`config.mk`:
```
export PLATFORM = sky130hd
export DESIGN_NAME = dma_desc_loader
export DESIGN_NICKNAME = d
export VERILOG_FILES = /design/src/rtl/dma_desc_loader.sv
export SDC_FILE = /design/constraint.sdc
export NUM_CORES = 1
export LEC_CHECK = 0
export BUFFER_PORTS_ARGS = -buffer_cell sky130_fd_sc_hd__buf_2
export CORE_ASPECT_RATIO = 1.2
export CORE_MARGIN = 2
export CORE_UTILIZATION = 52
export CTS_CLUSTER_SIZE = 8
export DETAILED_ROUTE_END_ITERATION = 8
export MAX_ROUTING_LAYER = met4
export PLACE_DENSITY = 0.91
export REMOVE_ABC_BUFFERS = 1
export SYNTH_ARGS = -nofsm -noshare
export SYNTH_HDL_FRONTEND = slang
export SYNTH_SLANG_ARGS = --single-unit
```
`constraint.sdc`:
```
create_clock -name clk -period 2.9 [get_ports clk]
set_clock_uncertainty 0.1 [all_clocks]
set_input_delay 0.29 -clock clk [delete_from_list [all_inputs] [get_ports clk]]
set_output_delay 0.29 -clock clk [all_outputs]
set_load 0.02 [all_outputs]
```
`src/rtl/dma_desc_loader.sv`:
```
module dma_desc_loader #(
  parameter int AW = 32,
  parameter int REGION_LG2 = 10
) (
  input  logic          clk,
  input  logic          rst_n,
  input  logic          start,
  input  logic [AW-1:0] base_addr,
  input  logic          evt_capable,
  output logic          rd_req_valid,
  input  logic          rd_req_ready,
  output logic [AW-1:0] rd_addr,
  input  logic          rd_rsp_valid,
  input  logic [31:0]   rd_rsp_data,
  input  logic          rd_rsp_err,
  output logic [12:0]   reg_we,
  output logic [31:0]   reg_wdata,
  output logic          done_o,
  output logic          err_o
);
  localparam int NWORDS = 10;
  localparam int DESC_BYTES = 4 * NWORDS;
  localparam int OFS_W = 4;
  localparam int NFLAG = 10;
  localparam int RW = REGION_LG2 + 1;
  localparam int W_NEXT = 0, W_LLCFG = 1, W_CTRLA = 2, W_CTRLB = 3, W_EVCTRL = 4,
                 W_CRCCTRL = 5, W_SSA = 6, W_DSA = 7, W_SSTRD = 8, W_DSTRD = 9,
                 W_XSIZ = 10, W_PDAT = 11, W_CRCDAT = 12;
  localparam int F_CTRLB = 0, F_EV = 1, F_CRCC = 2, F_SSA = 3, F_DSA = 4,
                 F_SSTRD = 5, F_DSTRD = 6, F_XSIZ = 7, F_PDAT = 8, F_CRCDAT = 9;

  typedef enum logic [2:0] {S_IDLE, S_REQ, S_WAIT, S_COMMIT, S_FIN} st_t;

  st_t              st;
  logic [AW-1:0]    base_q;
  logic [OFS_W-1:0] ofs;
  logic [NFLAG-1:0] flags_q;
  logic [3:0]       ctrl_q;
  logic             evt_q, err_q;
  logic [RW-1:0]    end_ofs;
  logic             crosses;
  logic [NFLAG-1:0] flags_eff;
  logic [NWORDS-1:0] need;
  logic [OFS_W-1:0] nxt;
  logic             have_nxt;
  logic [12:0]      we_mask;

  assign end_ofs   = {1'b0, base_addr[REGION_LG2-1:0]} + RW'(DESC_BYTES);
  assign crosses   = end_ofs > RW'(1 << REGION_LG2);
  assign flags_eff = (ofs == OFS_W'(1)) ? rd_rsp_data[NFLAG-1:0] : flags_q;

  assign rd_req_valid = (st == S_REQ);
  assign rd_addr      = base_q + AW'({ofs, 2'b00});
  assign done_o       = (st == S_FIN);
  assign err_o        = done_o & err_q;

  always_comb begin
    need    = '0;
    need[0] = 1'b1;
    need[1] = 1'b1;
    need[2] = flags_eff[F_CTRLB];
    need[3] = (flags_eff[F_EV] & evt_q) | flags_eff[F_CRCC];
    need[4] = flags_eff[F_SSA];
    need[5] = flags_eff[F_DSA];
    need[6] = flags_eff[F_SSTRD] | flags_eff[F_DSTRD];
    need[7] = flags_eff[F_XSIZ];
    need[8] = flags_eff[F_PDAT];
    need[9] = flags_eff[F_CRCDAT];
  end

  always_comb begin
    have_nxt = 1'b0;
    nxt      = '0;
    for (int w = NWORDS - 1; w >= 1; w--) begin
      if (need[w] && OFS_W'(w) > ofs) begin
        have_nxt = 1'b1;
        nxt      = OFS_W'(w);
      end
    end
  end

  always_comb begin
    we_mask = '0;
    case (ofs)
      4'd0: we_mask[W_NEXT]  = 1'b1;
      4'd1: we_mask[W_LLCFG] = 1'b1;
      4'd2: we_mask[W_CTRLB] = 1'b1;
      4'd3: begin
        we_mask[W_EVCTRL]  = flags_q[F_EV] & evt_q;
        we_mask[W_CRCCTRL] = flags_q[F_CRCC];
      end
      4'd4: we_mask[W_SSA] = 1'b1;
      4'd5: we_mask[W_DSA] = 1'b1;
      4'd6: begin
        we_mask[W_SSTRD] = flags_q[F_SSTRD];
        we_mask[W_DSTRD] = flags_q[F_DSTRD];
      end
      4'd7: we_mask[W_XSIZ]   = 1'b1;
      4'd8: we_mask[W_PDAT]   = 1'b1;
      4'd9: we_mask[W_CRCDAT] = 1'b1;
      default: ;
    endcase
  end

  always_ff @(posedge clk or negedge rst_n) begin
    if (!rst_n) begin
      st        <= S_IDLE;
      base_q    <= '0;
      ofs       <= '0;
      flags_q   <= '0;
      ctrl_q    <= '0;
      evt_q     <= 1'b0;
      err_q     <= 1'b0;
      reg_we    <= '0;
      reg_wdata <= '0;
    end else begin
      reg_we <= '0;
      case (st)
        S_IDLE: if (start) begin
          base_q  <= base_addr;
          evt_q   <= evt_capable;
          ofs     <= '0;
          flags_q <= '0;
          err_q   <= crosses;
          st      <= crosses ? S_FIN : S_REQ;
        end
        S_REQ: if (rd_req_ready) st <= S_WAIT;
        S_WAIT: if (rd_rsp_valid) begin
          if (rd_rsp_err) begin
            err_q <= 1'b1;
            st    <= S_FIN;
          end else begin
            reg_we    <= we_mask;
            reg_wdata <= (ofs == OFS_W'(1)) ? {22'b0, rd_rsp_data[NFLAG-1:0]} : rd_rsp_data;
            if (ofs == OFS_W'(1)) begin
              flags_q <= rd_rsp_data[NFLAG-1:0];
              ctrl_q  <= rd_rsp_data[19:16];
            end
            if (have_nxt) begin
              ofs <= nxt;
              st  <= S_REQ;
            end else begin
              st <= S_COMMIT;
            end
          end
        end
        S_COMMIT: begin
          reg_we[W_CTRLA] <= 1'b1;
          reg_wdata       <= {28'b0, ctrl_q};
          st              <= S_FIN;
        end
        S_FIN:   st <= S_IDLE;
        default: st <= S_IDLE;
      endcase
    end
  end

  a_r8_same_region: assert property (@(posedge clk) disable iff (!rst_n)
    rd_req_valid |-> rd_addr[AW-1:REGION_LG2] == base_q[AW-1:REGION_LG2]);

  a_r10_req_hold: assert property (@(posedge clk) disable iff (!rst_n)
    (rd_req_valid && !rd_req_ready) |=> (rd_req_valid && $stable(rd_addr)));

  a_r7_commit_at_done: assert property (@(posedge clk) disable iff (!rst_n)
    (done_o && !err_o) |-> reg_we[W_CTRLA]);

  a_r7_commit_only_at_done: assert property (@(posedge clk) disable iff (!rst_n)
    reg_we[W_CTRLA] |-> (done_o && !err_o));

  a_r9_silent_on_error: assert property (@(posedge clk) disable iff (!rst_n)
    err_o |-> (reg_we == '0));

  a_r6_event_gate: assert property (@(posedge clk) disable iff (!rst_n)
    reg_we[W_EVCTRL] |-> evt_q);

  a_r12_done_pulse: assert property (@(posedge clk) disable iff (!rst_n)
    done_o |=> !done_o);

  a_r12_err_with_done: assert property (@(posedge clk) disable iff (!rst_n)
    err_o |-> done_o);
endmodule

```
# Yosys cells after proc, flatten, opt, wreduce, memory -nomap -nowiden
# Index checks and enable logic that the tools add are counted.
[totals]
register_bits = 100
wordCells = 123
inputBits = 71
output_inout_bits = 80
[op_classes]
reduce_logical = 19
magnitude_cmp = 10
add_sub_neg = 2
mux = 58
eq_ne = 19
bitwise = 6
[op_table]
columns = ["operator", "count"]
rows = [
  ["two-way mux 32 bit", 3],
  ["one-hot mux 32 bit (2 select lines)", 1],
  ["two-way mux 4 bit", 13],
  ["two-way mux 10 bit", 5],
  ["adder 32 x 6 -> 32 bit", 1],
  ["two-way mux 13 bit", 2],
  ["two-way mux 1 bit", 20],
  ["one-hot mux 10 bit (2 select lines)", 1],
  ["== test 4 x 3 -> 1 bit, second input constant", 4],
  ["greater-than comparator 3 x 4 -> 1 bit, first input constant", 4],
  ["two-way mux 3 bit", 5],
  ["one-hot mux 3 bit (4 select lines)", 1],
  ["AND reduction 4 bit", 3],
  ["adder 10 x 6 -> 11 bit, second input constant", 1],
  ["greater-than comparator 11 bit, second input constant", 1],
  ["!= test 2 bit, second input constant", 5],
  ["== test 4 x 2 -> 1 bit, second input constant", 2],
  ["== test 4 bit, second input constant", 2],
  ["greater-than comparator 2 x 4 -> 1 bit, first input constant", 2],
  ["greater-than comparator 4 bit, first input constant", 2],
  ["logical AND 1 bit", 8],
  ["two-way mux 2 bit", 4],
  ["one-hot mux 4 bit (2 select lines)", 1],
  ["== test 3 x 2 -> 1 bit, second input constant", 2],
  ["other kinds (15)", 21],
]

# Depth between registers and ports, before layout
[depth]
depth_word = 16
ltp_mapped = 10
ltp_nobuf = 10

# Worst setup path before layout
# OpenSTA, ideal clock, no wires.
[synth_timing]
kind = "flip-flop to output port"
start = "reg ofs[1]"
end = "out rd_addr[28]"
arrival_ns = 2.532
required_ns = 2.510
slack_ns = -0.022
path_buffers = 1
path_stages_with_launch = 11
path_cell_list = "dfrtp_1 -> clkbuf_8 -> inv_1 -> fa_1 -> inv_1 -> a21o_1 -> a21oi_1 -> or4_1 -> nor2_2 -> nand3_1 -> xnor2_1"
[synth_via]
elab_chain_cells = 1
[synth_lines]
columns = ["item", "line", "text"]
rows = [
  ["from (decl)", "36", "logic [OFS_W-1:0] ofs;"],
  ["from (signal assigned)", "140", "ofs <= nxt;"],
  ["adder 32 x 6 -> 32 bit", "53", "assign rd_addr = base_q + AW'({ofs, 2'b00});"],
  ["to (decl)", "12", "output logic [AW-1:0] rd_addr,"],
]
# Every way passes these cells.

# Worst setup path in the final report
[layout_timing]
start = "reg base_q[2]"
end = "out rd_addr[26]"
[layout_via]
elab_chain_cells = 1
[layout_lines]
columns = ["item", "line", "text"]
rows = [
  ["from (decl)", "35", "logic [AW-1:0] base_q;"],
  ["from (signal assigned)", "120", "base_q <= base_addr;"],
  ["adder 32 x 6 -> 32 bit", "53", ""],
]
# Every way passes these cells.

==> results.sh <==
export IMPL_outcome="complete, but fails checks"
export IMPL_violations="negative setup slack"
export IMPL_drtIter0Drc=214
export IMPL_cts_clk_slew_worst_paths_ns=0.11
export IMPL_r2r_end="ofs[1]$_DFFE_PN0P_"
export IMPL_worstSetupPathType="register to primary output"
export IMPL_finalNonFillerCells=819
export IMPL_chipWidth_um=92.8
export IMPL_synth_cell_types=66
export IMPL_wl_met3_um=908
export IMPL_vias_per_cell=5.50
export IMPL_ioPinCount=151
export IMPL_cts_tree="built"
export IMPL_wl_met2_um=6630
export IMPL_drive_above_1_share=0.322
export IMPL_path_depth=11
export IMPL_synth_edff_count=0
export IMPL_cts_buffers=9
export IMPL_ys_top_cells_by_area="dfrtp_1 (51%), nand2_1 (13%), a22o_1 (3.9%), xnor2_1 (3.6%), nand3_1 (2.3%)"
export IMPL_slowest_stage="or4_4"
export IMPL_power_frac_comb=0.475
export IMPL_row_count=38
export IMPL_first_pass_iters=4
export IMPL_clk_path_buf_depth=2
export IMPL_critPathRequiredTime_ns=2.51
export IMPL_area_delta_synth_final_pct=27.3
export IMPL_grt_pass1_vias=4502
export IMPL_dr_max_layer_used="met4"
export IMPL_switching_share=0.446
export IMPL_worstSkewPairLatency_ns=0.38
export IMPL_post_drt_wl_per_cell_um=15.9
export IMPL_internal_power_mw=3.37
export IMPL_clock_fmax_mhz=323
export IMPL_cts_root_buf="clkbuf_8"
export IMPL_power_density_nw_per_um2=970
export IMPL_critPathBufInv=3
export IMPL_synth_main_ff_cell="dfrtp_1"
export IMPL_antenna_found_initial=0
export IMPL_hold_violations=0
export IMPL_die_y_um=111
export IMPL_avgSynthCellArea_um2=9.30
export IMPL_yosysTopAreaCellShare=0.509
export IMPL_fin_nets=771
export IMPL_io_buffers=150
export IMPL_drc_errors=0
export IMPL_ys_seq_area_frac=0.509
export IMPL_grt_remaining_overflow=0
export IMPL_yosys_cell_count_top_type="nand2_1"
export IMPL_startpoint="base_q[2]$_DFFE_PN0P_"
export IMPL_final_area_um2=6260
export IMPL_place_ws_ns=0.101
export IMPL_r2r_start="ofs[0]$_DFFE_PN0P_"
export IMPL_synthTopCellsByCount="nand2_1 (165), dfrtp_1 (100), nand3_1 (23), a22o_1 (22), o21ai_0 (21)"
export IMPL_ff2ff_setup_slack_ns=0.16
export IMPL_hp_class="input pin to register"
export IMPL_place_area_um2=5820
export IMPL_drtAntennaViolNets=0
export IMPL_syn_area_um2=4920
export IMPL_numClockSinks=100
export IMPL_routabilityCongestion=0.923
export IMPL_syn_inst=529
export IMPL_grt_total_usage=0.264
export IMPL_die_area_um2=10300
export IMPL_final_max_slew_viol_count=0
export IMPL_fin_crit_ns=3.10
export IMPL_cp_top_family="simple AND/OR/NAND/NOR gates"
export IMPL_p_leak_nw=3.31
export IMPL_cts_max_level=3
export IMPL_start_util=0.539
export IMPL_slowest_delay_ns=0.44
export IMPL_cp_cell_sequence="ha_4 -> inv_2 -> fa_2 -> inv_1 -> a21o_1 -> a21oi_2 -> or4_4 -> nor2_4 -> nand3_1 -> xnor2_1 -> buf_4"
export IMPL_holdWs_ns=0.00420
export IMPL_power_mw=6.07
export IMPL_cp_end_kind="primary output"
export IMPL_drt_met1_wl_um=5120
export IMPL_dp_cells=785
export IMPL_worstPathArrival_ns=2.71
export IMPL_ir_drop_v=0.000530
export IMPL_ys_seq_elements=100
export IMPL_coreArea_um2=9130
export IMPL_switchingPower_mw=2.71
export IMPL_worst_slew_pin_slew_ns=0.744
export IMPL_layout_setup_ws_ns=-0.199
export IMPL_cap_violations=0
export IMPL_final_setup_viol_count=8
export IMPL_clkPwrFrac=0.147
export IMPL_min_period_over_period=1.07
export IMPL_wirelength_um=13000
export IMPL_relSlewSlack=0.504
export IMPL_yosys_warnings=0
export IMPL_grt_pass1_wl_um=21300
export IMPL_yosysTopAreaCell="dfrtp_1"
export IMPL_vias=4502
export IMPL_crit_path_start_kind="register"
export IMPL_grt_setup_unrepaired="yes"
export IMPL_hpwl_um=9210
export IMPL_seq_power_share=0.378
export IMPL_grt_max_degree=55
export IMPL_reg2regPathDepth=12
export IMPL_crit_end="rd_addr[26]"
export IMPL_crit_fanout=4
export IMPL_n_antenna_cell=0
export IMPL_async_flop_share=1.00
## cells by family after synthesis
logic type	count (synthesis)	share of synthesized area
simple gates	264	0.248
flops	100	0.509
compound gates	79	0.114
buf+inv	41	0.0389
xor+xnor	28	0.0498
mux	11	0.0231
fa+ha+maj	6	0.0168
## cell usage in the layout, fill, tap and decap left out, types with 8 or more instances in the layout
cell type / instances
o21ai_0: 21
buf_2: 142
xor2_1: 8
xnor2_1: 19
dfrtp_1: 99
nor2_1: 18
nand3_1: 22
buf_4: 31
nand2_1: 165
clkbuf_8: 9
and3_1: 8
a22o_1: 22
mux2i_1: 8
a21oi_1: 9
inv_1: 11
## layout make-up
cell class,instances,area [um^2]
fillers,678,2870
flip-flops and latches,100,2500
multi-input cells,388,2300
repair buffers,182,1050
well taps,120,150
clock buffers,9,124
clock inverters,7,76.3
inverters,13,48.8
## worst min-delay path by stage
stage	start	end	slack, ns	cells past startpoint
2_1_floorplan	rst_n	base_q[0]$_DFFE_PN0P_	-0.11	0
3_3_place_gp	rst_n	base_q[12]$_DFFE_PN0P_	0.22	1
3_5_place_dp	rst_n	base_q[12]$_DFFE_PN0P_	0.24	1
4_1_cts	base_addr[25]	base_q[25]$_DFFE_PN0P_	0.0007	3
5_1_grt	rd_rsp_data[29]	reg_wdata[29]$_DFFE_PN0P_	0.009	2
6_report	base_addr[10]	base_q[10]$_DFFE_PN0P_	0.004	3
## flip-flops by register name, summed over array words and instances, names as in the netlist
| signal | cells |
|---|---|
| st | 3 |
| flags_q | 10 |
| base_q | 32 |
| ctrl_q | 4 |
| err_q | 1 |
| reg_we | 13 |
| evt_q | 1 |
| ofs | 4 |
| reg_wdata | 32 |
## timing repair
action,4_1_cts,5_1_grt
buffers inserted,7,5
resized for setup,11,13
pin swaps,2,3
hold endpoints to repair,51,0
hold buffers,6,0
setup endpoints to repair,8,14
## per-layer routing
metal	vias up	track usage
li1	2123	-
met1	2141	0.315
met2	211	0.446
met3	27	0.0464
met4	0	0.0990
met5	-	-
## per-stage QoR
stage,setup TNS [ns],util
2_1_floorplan,-3.93,-
3_3_place_gp,0,0.638
3_5_place_dp,0,0.638
4_1_cts,-0.595,0.676
5_1_grt,-2.10,0.686
6_report,-0.929,0.686
## power by group through the flow
stage | sequential [mW] | combinational (mW) | clock [mW]
final | 2.30 | 2.88 | 0.895
after detailed placement | 2.30 | 2.72 | 0
after global placement | 2.27 | 2.63 | 0
after CTS | 2.28 | 2.80 | 0.908
after floorplan | 2.51 | 1.51 | 0
after global routing | 2.37 | 3.15 | 0.974
## worst reg2reg max path: cells and delay by family (launching register included)
kind / cells / cell delay, ns
and+or+nand+nor: 4 / 0.81
AOI/OAI and AO/OA: 2 / 0.27
DFF: 1 / 0.43
buffers and inverters: 5 / 0.73
muxes: 1 / 0.30
Note: power is estimated with default switching activity, not from simulation.
